## src/rtl/hbg_pkg.sv

```systemverilog
package hbg_pkg;
    typedef enum logic [1:0] {
        LEG_OFF = 2'd0,
        LEG_HI  = 2'd1,
        LEG_LO  = 2'd2
    } leg_req_e;
endpackage

```

## src/rtl/hbg_sync.sv

```systemverilog
module hbg_sync #(
    parameter int STAGES = 2,
    parameter int W      = 2
) (
    input  logic         clk,
    input  logic         rst_n,
    input  logic [W-1:0] raw,
    output logic [W-1:0] lvl,
    output logic [W-1:0] rise,
    output logic [W-1:0] fall
);
    localparam int CW = STAGES + 1;

    for (genvar b = 0; b < W; b++) begin : g_bit
        logic [CW-1:0] chain_d, chain_q;

        always_comb begin
            chain_d = {chain_q[CW-2:0], raw[b]};
        end

        always_ff @(posedge clk or negedge rst_n) begin
            if (!rst_n) chain_q <= '0;
            else        chain_q <= chain_d;
        end

        assign lvl[b]  = chain_q[STAGES-1];
        assign rise[b] = chain_q[STAGES-1] & ~chain_q[STAGES];
        assign fall[b] = ~chain_q[STAGES-1] & chain_q[STAGES];
    end
endmodule

```

## src/rtl/hbg_fault.sv

```systemverilog
module hbg_fault #(
    parameter int HOLD = 10000
) (
    input  logic clk,
    input  logic rst_n,
    input  logic trip,
    input  logic clr,
    output logic latched,
    output logic busy
);
    localparam int HW = $clog2(HOLD + 1);

    typedef struct packed {
        logic          latched;
        logic [HW-1:0] hold;
    } fst_t;

    fst_t s_d, s_q;

    always_comb begin
        s_d = s_q;
        if (trip)     s_d.latched = 1'b1;
        else if (clr) s_d.latched = 1'b0;
        if (trip)                 s_d.hold = HW'(HOLD);
        else if (s_q.hold != '0)  s_d.hold = s_q.hold - 1'b1;
    end

    always_ff @(posedge clk or negedge rst_n) begin
        if (!rst_n) s_q <= '0;
        else        s_q <= s_d;
    end

    assign latched = s_q.latched;
    assign busy    = (s_q.hold != '0);

    AST_TRIP_STORES: assert property (@(posedge clk) disable iff (!rst_n) trip |=> latched);
    AST_RELEASE_ON_EDGE: assert property (@(posedge clk) disable iff (!rst_n) $fell(latched) |-> $past(clr));
    AST_HOLD_AFTER_TRIP: assert property (@(posedge clk) disable iff (!rst_n) trip |=> busy);
endmodule

```

## src/rtl/hbg_leg.sv

```systemverilog
module hbg_leg
    import hbg_pkg::*;
#(
    parameter int DEAD = 4
) (
    input  logic     clk,
    input  logic     rst_n,
    input  leg_req_e req,
    output logic     hs,
    output logic     ls
);
    localparam int GW = $clog2(DEAD + 1);

    typedef struct packed {
        logic          hs;
        logic          ls;
        logic [GW-1:0] gap;
    } lst_t;

    lst_t s_d, s_q;
    logic gap_ok;

    always_comb begin
        s_d    = s_q;
        gap_ok = (s_q.gap == GW'(DEAD));
        s_d.hs = (req == LEG_HI) && (s_q.hs || (!s_q.ls && gap_ok));
        s_d.ls = (req == LEG_LO) && (s_q.ls || (!s_q.hs && gap_ok));
        if (s_q.hs || s_q.ls) s_d.gap = '0;
        else if (!gap_ok)     s_d.gap = s_q.gap + 1'b1;
    end

    always_ff @(posedge clk or negedge rst_n) begin
        if (!rst_n) s_q <= '{hs: 1'b0, ls: 1'b0, gap: GW'(DEAD)};
        else        s_q <= s_d;
    end

    assign hs = s_q.hs;
    assign ls = s_q.ls;

    AST_NO_SHOOT_THROUGH: assert property (@(posedge clk) disable iff (!rst_n) !(hs && ls));
    AST_HS_BREAK_FIRST: assert property (@(posedge clk) disable iff (!rst_n) $rose(hs) |-> $past(!ls));
    AST_LS_BREAK_FIRST: assert property (@(posedge clk) disable iff (!rst_n) $rose(ls) |-> $past(!hs));
    AST_HS_REQUESTED: assert property (@(posedge clk) disable iff (!rst_n) hs |-> $past(req == LEG_HI));
endmodule

```

## src/rtl/hbridge_guard.sv

```systemverilog
module hbridge_guard
    import hbg_pkg::*;
#(
    parameter int SYNC_STAGES = 2,
    parameter int DEAD_CYC    = 4,
    parameter int HOLDOFF_CYC = 10000,
    parameter int LEGS        = 2
) (
    input  logic            clk,
    input  logic            rst_n,
    input  logic [LEGS-1:0] cmd,
    input  logic            dis_in,
    input  logic            ena_in,
    input  logic            flt_ovc,
    input  logic            flt_ot,
    input  logic            flt_uv,
    input  logic [LEGS-1:0] neg_sense,
    output logic [LEGS-1:0] hs_en,
    output logic [LEGS-1:0] ls_en,
    output logic            stat_n,
    output logic            bridge_armed
);
    localparam int PIN_DIS = 0;
    localparam int PIN_ENA = 1;

    logic [1:0] pin_lvl, pin_rise, pin_fall;
    logic       clr_edge, trip_now, latched, busy, run;

    hbg_sync #(.STAGES(SYNC_STAGES), .W(2)) u_sync (
        .clk  (clk),
        .rst_n(rst_n),
        .raw  ({ena_in, dis_in}),
        .lvl  (pin_lvl),
        .rise (pin_rise),
        .fall (pin_fall)
    );

    assign clr_edge = pin_fall[PIN_DIS] | pin_rise[PIN_ENA];
    assign trip_now = flt_ovc | flt_ot;

    hbg_fault #(.HOLD(HOLDOFF_CYC)) u_fault (
        .clk    (clk),
        .rst_n  (rst_n),
        .trip   (trip_now),
        .clr    (clr_edge),
        .latched(latched),
        .busy   (busy)
    );

    assign bridge_armed = pin_lvl[PIN_ENA] & ~pin_lvl[PIN_DIS];
    assign run = bridge_armed & ~latched & ~busy & ~trip_now & ~flt_uv;
    assign stat_n = run;

    for (genvar i = 0; i < LEGS; i++) begin : g_leg
        leg_req_e req;

        always_comb begin
            if (run)               req = cmd[i] ? LEG_HI : LEG_LO;
            else if (neg_sense[i]) req = LEG_LO;
            else                   req = LEG_OFF;
        end

        hbg_leg #(.DEAD(DEAD_CYC)) u_leg (
            .clk  (clk),
            .rst_n(rst_n),
            .req  (req),
            .hs   (hs_en[i]),
            .ls   (ls_en[i])
        );

        AST_FREEWHEEL_ONLY_NEG: assert property (@(posedge clk) disable iff (!rst_n)
            ls_en[i] |-> $past(run || neg_sense[i]));
    end

    AST_OFF_AFTER_FLAG: assert property (@(posedge clk) disable iff (!rst_n)
        !stat_n |=> (hs_en == '0));
    AST_UV_FLAG_LOW: assert property (@(posedge clk) disable iff (!rst_n)
        flt_uv |-> !stat_n);
endmodule

```

## config.mk

```make
export PLATFORM = sky130hd
export DESIGN_NAME = hbridge_guard
export DESIGN_NICKNAME = d
export VERILOG_FILES = /design/src/rtl/hbg_pkg.sv /design/src/rtl/hbg_sync.sv /design/src/rtl/hbg_fault.sv /design/src/rtl/hbg_leg.sv /design/src/rtl/hbridge_guard.sv
export SDC_FILE = /design/constraint.sdc
export NUM_CORES = 1
export LEC_CHECK = 0
export ABC_AREA = 0
export BUFFER_PORTS_ARGS = -buffer_cell sky130_fd_sc_hd__buf_2
export CAP_MARGIN = 20
export CORE_MARGIN = 4
export CORE_UTILIZATION = 40
export CTS_BUF_LIST = sky130_fd_sc_hd__clkbuf_8
export CTS_CLUSTER_SIZE = 8
export DETAILED_ROUTE_END_ITERATION = 10
export GPL_TIMING_DRIVEN = 1
export MAX_ROUTING_LAYER = met4
export PLACE_DENSITY = 0.66
export SLEW_MARGIN = 10
export SYNTH_ARGS = -nofsm -noshare
export SYNTH_HDL_FRONTEND = slang
export SYNTH_HIERARCHICAL = 1
export SYNTH_SLANG_ARGS = --single-unit
```

## constraint.sdc

```tcl
create_clock -name clk -period 2.62 [get_ports clk]
set_input_delay 0.262 -clock clk [delete_from_list [all_inputs] [get_ports clk]]
set_output_delay 0.262 -clock clk [all_outputs]
set_load 0.03 [all_outputs]
```

==> results of run 1 <==
[worst paths after layout]
check | from | to | cells after the start
max in group asynchronous | rst_n | g_leg[1].u_leg/ls | 1
min | rst_n | u_fault/s_q[10] | 1
min reg2reg | u_sync/g_bit[0].chain_q[0] | u_sync/g_bit[0].chain_q[1] | 0
max | u_fault/s_q[10] | stat_n | 5
min in group clk | ena_in | u_sync/g_bit[1].chain_q[0] | 1
max reg2reg | u_fault/s_q[10] | g_leg[1].u_leg/hs | 7
[registers in the layout (all words and copies together), names as in the netlist]
signal and cells:
u_fault/latched 1, g_leg.u_leg/hs 2, u_fault/s_q 14, g_leg.u_leg/ls 2, u_sync/g_bit.chain_q 6, g_leg.u_leg/s_q 6
[critical path, stage by stage (launching register included)]
cell     delay (ns)
dfrtp_1        0.41
nor4_1         0.49
nand4_1        0.22
nor3_1         0.21
and3b_1        0.28
buf_2          0.24
[per-layer routing]
metal | part of all wire | vias up | global-route usage
met5 | 0 | - | -
met4 | 0.0080 | 0 | 0.0459
met3 | 0.038 | 5 | 0.0402
met2 | 0.49 | 18 | 0.202
met1 | 0.46 | 593 | 0.157
li1 | - | 591 | -
[power breakdown]
part	switching (mW)	internal, mW	leakage [nW]
clock	0.169	0.307	0.0612
sequential	0.0928	0.566	0.371
combinational	0.189	0.206	0.379
total	0.451	1.08	0.811
[cells in the final DEF, fill, tap and decap left out, drive strengths merged, types with 2 or more instances in the layout]
master	count
a21bo	2
mux2i	3
a211o	3
and2b	2
nand2	3
o31ai	2
or3	5
o21ai	2
or2	3
nor3	5
and2	2
buf	19
nor2	8
nand3	4
dfrtp	29
and3b	3
a21o	3
or4	2
nand2b	8
nor4	6
nand3b	5
nor2b	2
dfstp	2
nand4b	2
inv	14
ha	5
a21oi	12
a211oi	6
clkbuf	6
[cell type report]
cell class / instances / area share
clock inverter: 2 / 0.0187
inverter: 14 / 0.0281
tap: 50 / 0.0334
multi-input combinational: 105 / 0.405
sequential: 31 / 0.416
clock buffer: 6 / 0.0441
timing repair buffer: 19 / 0.0548
[stage by stage]
stage               setup WS (ns)  power, mW  hold slack [ns]   util
global placement            0.542       1.03            0.331  0.440
finish                      0.234       1.53           0.0195  0.471
floorplan                   0.300      0.998          -0.0336      -
detailed placement          0.477       1.07            0.344  0.440
global route               0.0518       1.63           0.0774  0.471
CTS                         0.199       1.55           0.0415  0.470
==> results by group, run 1 <==
Routing
  – Routed WL: about 2.9 mm
  – 1st-pass router iterations: 4
  – DRC: 0
  – Drt first-iter violations: 40
  – Drt wl/cell: 12.6 µm
  – Post-route ant nets: 0
  – Vias per cell: 5.32
  – Via Count: 1207

Critical path
  – CP Class: flop to primary output
  – CP arrival: 2.12 ns
  – Startpoint types: flop
  – Worst EP required: approximately 2.4 ns
  – Crit-path max FO: 5
  – R2r setup slk: 0.48 ns
  – CP endpoint kind: primary output

Clock tree
  – Clock latency on the worst-skew pair: approximately 0.28 ns
  – CTS tree: yes
  – TritonCTS Buffers: 5
  – CTS root buf: clkbuf_8
  – CTS max path bufs: 2
  – Worst-path clk slew: 0.07 ns
  – Post-CTS Hold Buffers: 0
  – Clock sinks: 31
  – Post-CTS setup buffer count: 0
  – Level count of the clock H-tree: 2
  – Resize count post-CTS: 0

Timing
  – Unrepaired setup endpoints after global routing: no
  – Slew @ Worst Pin: 0.695 ns
  – Clock Skews: approximately 0.0068 ns
  – Setup violators final: 0
  – Period utilisation layout: 0.911
  – Slew Viols, Final: 0
  – Max-slew headroom: 0.532
  – Post-layout minimum cycle time: 2.39 ns
  – Fmax: 0.419 GHz
  – Setup total negative slack: 0 ns
  – Fin. Hold Viols: 0

Synthesis
  – Gate Count Post-Synth: 157
  – Syn Std Cell Area: 0.00164 mm²
  – Mapped Avg Cell Area: 10.4 µm²
  – Synthesis Warnings: 6
  – Syn Nets: 173

Floorplan
  – Width of the die: 72.0 µm
  – Ports: 17
  – Core Area: 0.00397 mm²
  – Die Y: 72.0 µm
  – Die Area: just over 0.005 mm²
  – Placement Rows: 23
  – Starting Density: 0.413

Global routing
  – Largest net degree at the start of global routing: 32
  – Total gr overflow: 0
  – Initial antenna violation count: 0
  – Vias in the first global route: 1175
  – First-pass GRT wire length: 5.14 mm
  – All-Layer GR Usage: 0.129

Cells and area
  – Share of layout cells above drive strength 1: 0.254
  – Antenna Cells: 0
  – Final nets: 192
  – Register area: 778 µm²
  – Syn-to-layout area delta: 14.1%
  – Fin area: 0.00187 mm²
  – Area of the multi-input gates: 757 µm²
  – Post-route insts no fill: 227
  – Fill cells: approximately 370

Pwr
  – Max IR drop VDD: between 0.0003 and 0.0004 V
  – P per Cell Area: 818 mW/mm²
  – Leakage: 0.811 nW

Placed design
  – Routability congestion estimate: 0.824
  – Final HPWL DP: about 2.1 mm
  – Cell Count Post-Placement: 219
  – Number of port buffers: 16
  – Placed instance area: around 0.0017 mm²

Status
  – Status: finished, final reports clean

Hold path
  – Hold Crit Class: input port to async pin

Run
  – Max-Cap Viols: 0
No activity file was read; power rests on OpenSTA's default activity.
==> inputs of run 2 (changes only) <==
CTS_BUF_LIST = sky130_fd_sc_hd__clkbuf_4 sky130_fd_sc_hd__clkbuf_8   (was sky130_fd_sc_hd__clkbuf_8)
clock period = 2.84 ns   (was 2.62 ns; I/O delays follow)
==> results by group, run 2 (synthesized netlist as in run 1, its figures left out) <==
Status
  – Status: finished, final reports clean

Timing
  – Unrepaired setup endpoints after global routing: no
  – Hold slack: 0.0460 ns
  – Max-slew headroom: 0.540
  – Slew @ Worst Pin: 0.689 ns
  – Fin. Hold Viols: 0
  – Setup total negative slack: 0 ns
  – Setup violators final: 0
  – Post-layout minimum cycle time: 2.56 ns
  – Slew Viols, Final: 0
  – Clock Skews: 0.00548 ns
  – Fmax: 0.391 GHz
  – Period utilisation layout: 0.900

Run
  – Max-Cap Viols: 0

Cells and area
  – Antenna Cells: 0
  – Largest registers: u_fault/s_q x14, g_leg.u_leg/s_q x6, u_sync/g_bit.chain_q x6
  – Most flops, register: u_fault/s_q
  – Share of layout cells above drive strength 1: 0.253
  – Number of flip-flops in the largest register: 14
  – Syn-to-layout area delta: 13.4%
  – Commonest non-fill, non-tap cell in the layout: dfrtp_1
  – Final nets: just under 200
  – Area of the multi-input gates: roughly 750 µm²
  – Register area: 778 µm²
  – Commonest non-fill, non-tap cells in the layout: dfrtp_1, buf_2, inv_1
  – Fill cells: 384

Pwr
  – Switching Fraction: 0.317
  – Psw: 0.433 mW
  – Pint: 0.932 mW
  – Combinational power share: 0.272
  – Clk pwr share: 0.280
  – Pwr Total: between 1 and 1.5 mW
  – P per Cell Area: 734 mW/mm²
  – Max IR drop VDD: 0.000331 V
  – Leakage: approximately 0.8 nW
  – Sequential share of power: 0.448

Clock tree
  – Level count of the clock H-tree: 2
  – Worst-path clk slew: 0.06 ns
  – CTS tree: yes
  – CTS root buf: clkbuf_8
  – Clock sinks: 31
  – TritonCTS Buffers: 5
  – Clock latency on the worst-skew pair: 0.28 ns
  – CTS max path bufs: 2

Floorplan
  – Core Area: 0.00397 mm²
  – Placement Rows: 23
  – Die Area: 0.00519 mm²
  – Starting Density: 0.413
  – Width of the die: 72.0 µm
  – Die Y: around 72 µm
  – Ports: 17

Global routing
  – Initial antenna violation count: 0
  – Largest net degree at the start of global routing: 32
  – Total gr overflow: 0
  – First-pass GRT wire length: ~5.3 mm
  – All-Layer GR Usage: 0.134
  – Vias in the first global route: 1252

Critical path
  – Slowest CP cell: dfrtp_1
  – Crit-path max FO: 5
  – CP Class: flop to primary output
  – R2r startpoint: u_fault/s_q[0]
  – CP endpoint kind: primary output
  – CP arrival: 2.27 ns
  – Startpoint types: flop
  – Worst Reg-to-Reg Cells: 10
  – Worst reg2reg path endpoint: g_leg[0].u_leg/ls
  – R2r setup slk: roughly 0.52 ns
  – Critical path cell sequence: inv_1, ha_1, nor3b_1, buf_4, nand4_1, nor3_1, and3b_1, buf_2
  – Slowest stage delay, CP: 0.42 ns
  – Worst EP required: 2.56 ns

Routing
  – 1st-pass router iterations: 4
  – Routed WL: 3.14 mm
  – Post-route ant nets: 0
  – Vias per cell: about 5.4
  – Drt first-iter violations: slightly above 90
  – Via Count: 1228
  – Drt wl/cell: 13.8 µm
  – DRC: 0

Placed design
  – Number of port buffers: 16
  – Final HPWL DP: 2.20 mm
  – Routability congestion estimate: 0.871

Hold path
  – Hold Crit Class: input port to async pin
run 2: cell count changes in the layout (fill, tap and decap cells not counted), sizes merged:
cell,change
buf,+1
bufinv,-1
clkbuf,+1
clkinv,-1
clkinvlp,+1
run 2: timing repair:
item	4_1_cts	5_1_grt
setup endpoints to repair	0	1
gates resized for setup	0	0
endpoints found under the hold margin	0	0
hold buffers	0	0
setup buffers	0	2
run 2: layout make-up:
cell class | instances | share of cell area
Clock buffer | 7 | 0.0518
Clock inverter | 1 | 0.00404
Inverter | 14 | 0.0283
Multi-Input combinational cell | 105 | 0.404
Sequential cell | 31 | 0.419
Tap cell | 50 | 0.0336
Timing Repair Buffer | 20 | 0.0592
run 2: power groups by stage:
stage	clock network (mW)	registers [mW]	logic (mW)
after detailed placement	0	0.618	0.372
after global placement	0	0.606	0.347
after CTS	0.395	0.610	0.378
after floorplan	0	0.597	0.324
after global routing	0.417	0.622	0.418
final	0.382	0.612	0.371
run 2: worst max-delay path, delay by kind of cell, from the launching register on:
| family | cells | cell delay, ns |
|---|---|---|
| simple gates | 4 | 0.92 |
| buf+inv | 3 | 0.47 |
| flops | 1 | 0.42 |
| fa+ha+maj | 1 | 0.18 |
run 2: metrics by stage:
stage                     worst slack [ns]  cell area, µm²  cells  utilization
after floorplan                      0.520            1640    157            -
after global placement               0.531            1740    218        0.438
after detailed placement             0.475            1740    218        0.438
after CTS                            0.182            1840    226        0.464
after global routing                0.0346            1860    228        0.468
final                                0.283            1860    228        0.468
run 2: how the worst max path moves through the flow:
stage                   start           endpoint  slack, ns  cells after the start
2_1_floorplan  u_fault/s_q[0]  g_leg[0].u_leg/hs       0.52                     10
3_3_place_gp   u_fault/s_q[0]  g_leg[1].u_leg/hs       0.53                     10
3_5_place_dp   u_fault/s_q[0]  g_leg[0].u_leg/ls       0.48                     10
4_1_cts        u_fault/s_q[0]             stat_n       0.18                      8
5_1_grt        u_fault/s_q[0]             stat_n       0.03                      8
6_report       u_fault/s_q[0]             stat_n       0.28                      8
run 2: routing by layer:
layer | wire [µm] | GRT usage | part of all wire
met4 | 61 | 0.0668 | 0.019
met1 | 1360 | 0.142 | 0.43
met3 | 119 | 0.0457 | 0.038
met5 | 0 | - | 0
met2 | 1600 | 0.222 | 0.51
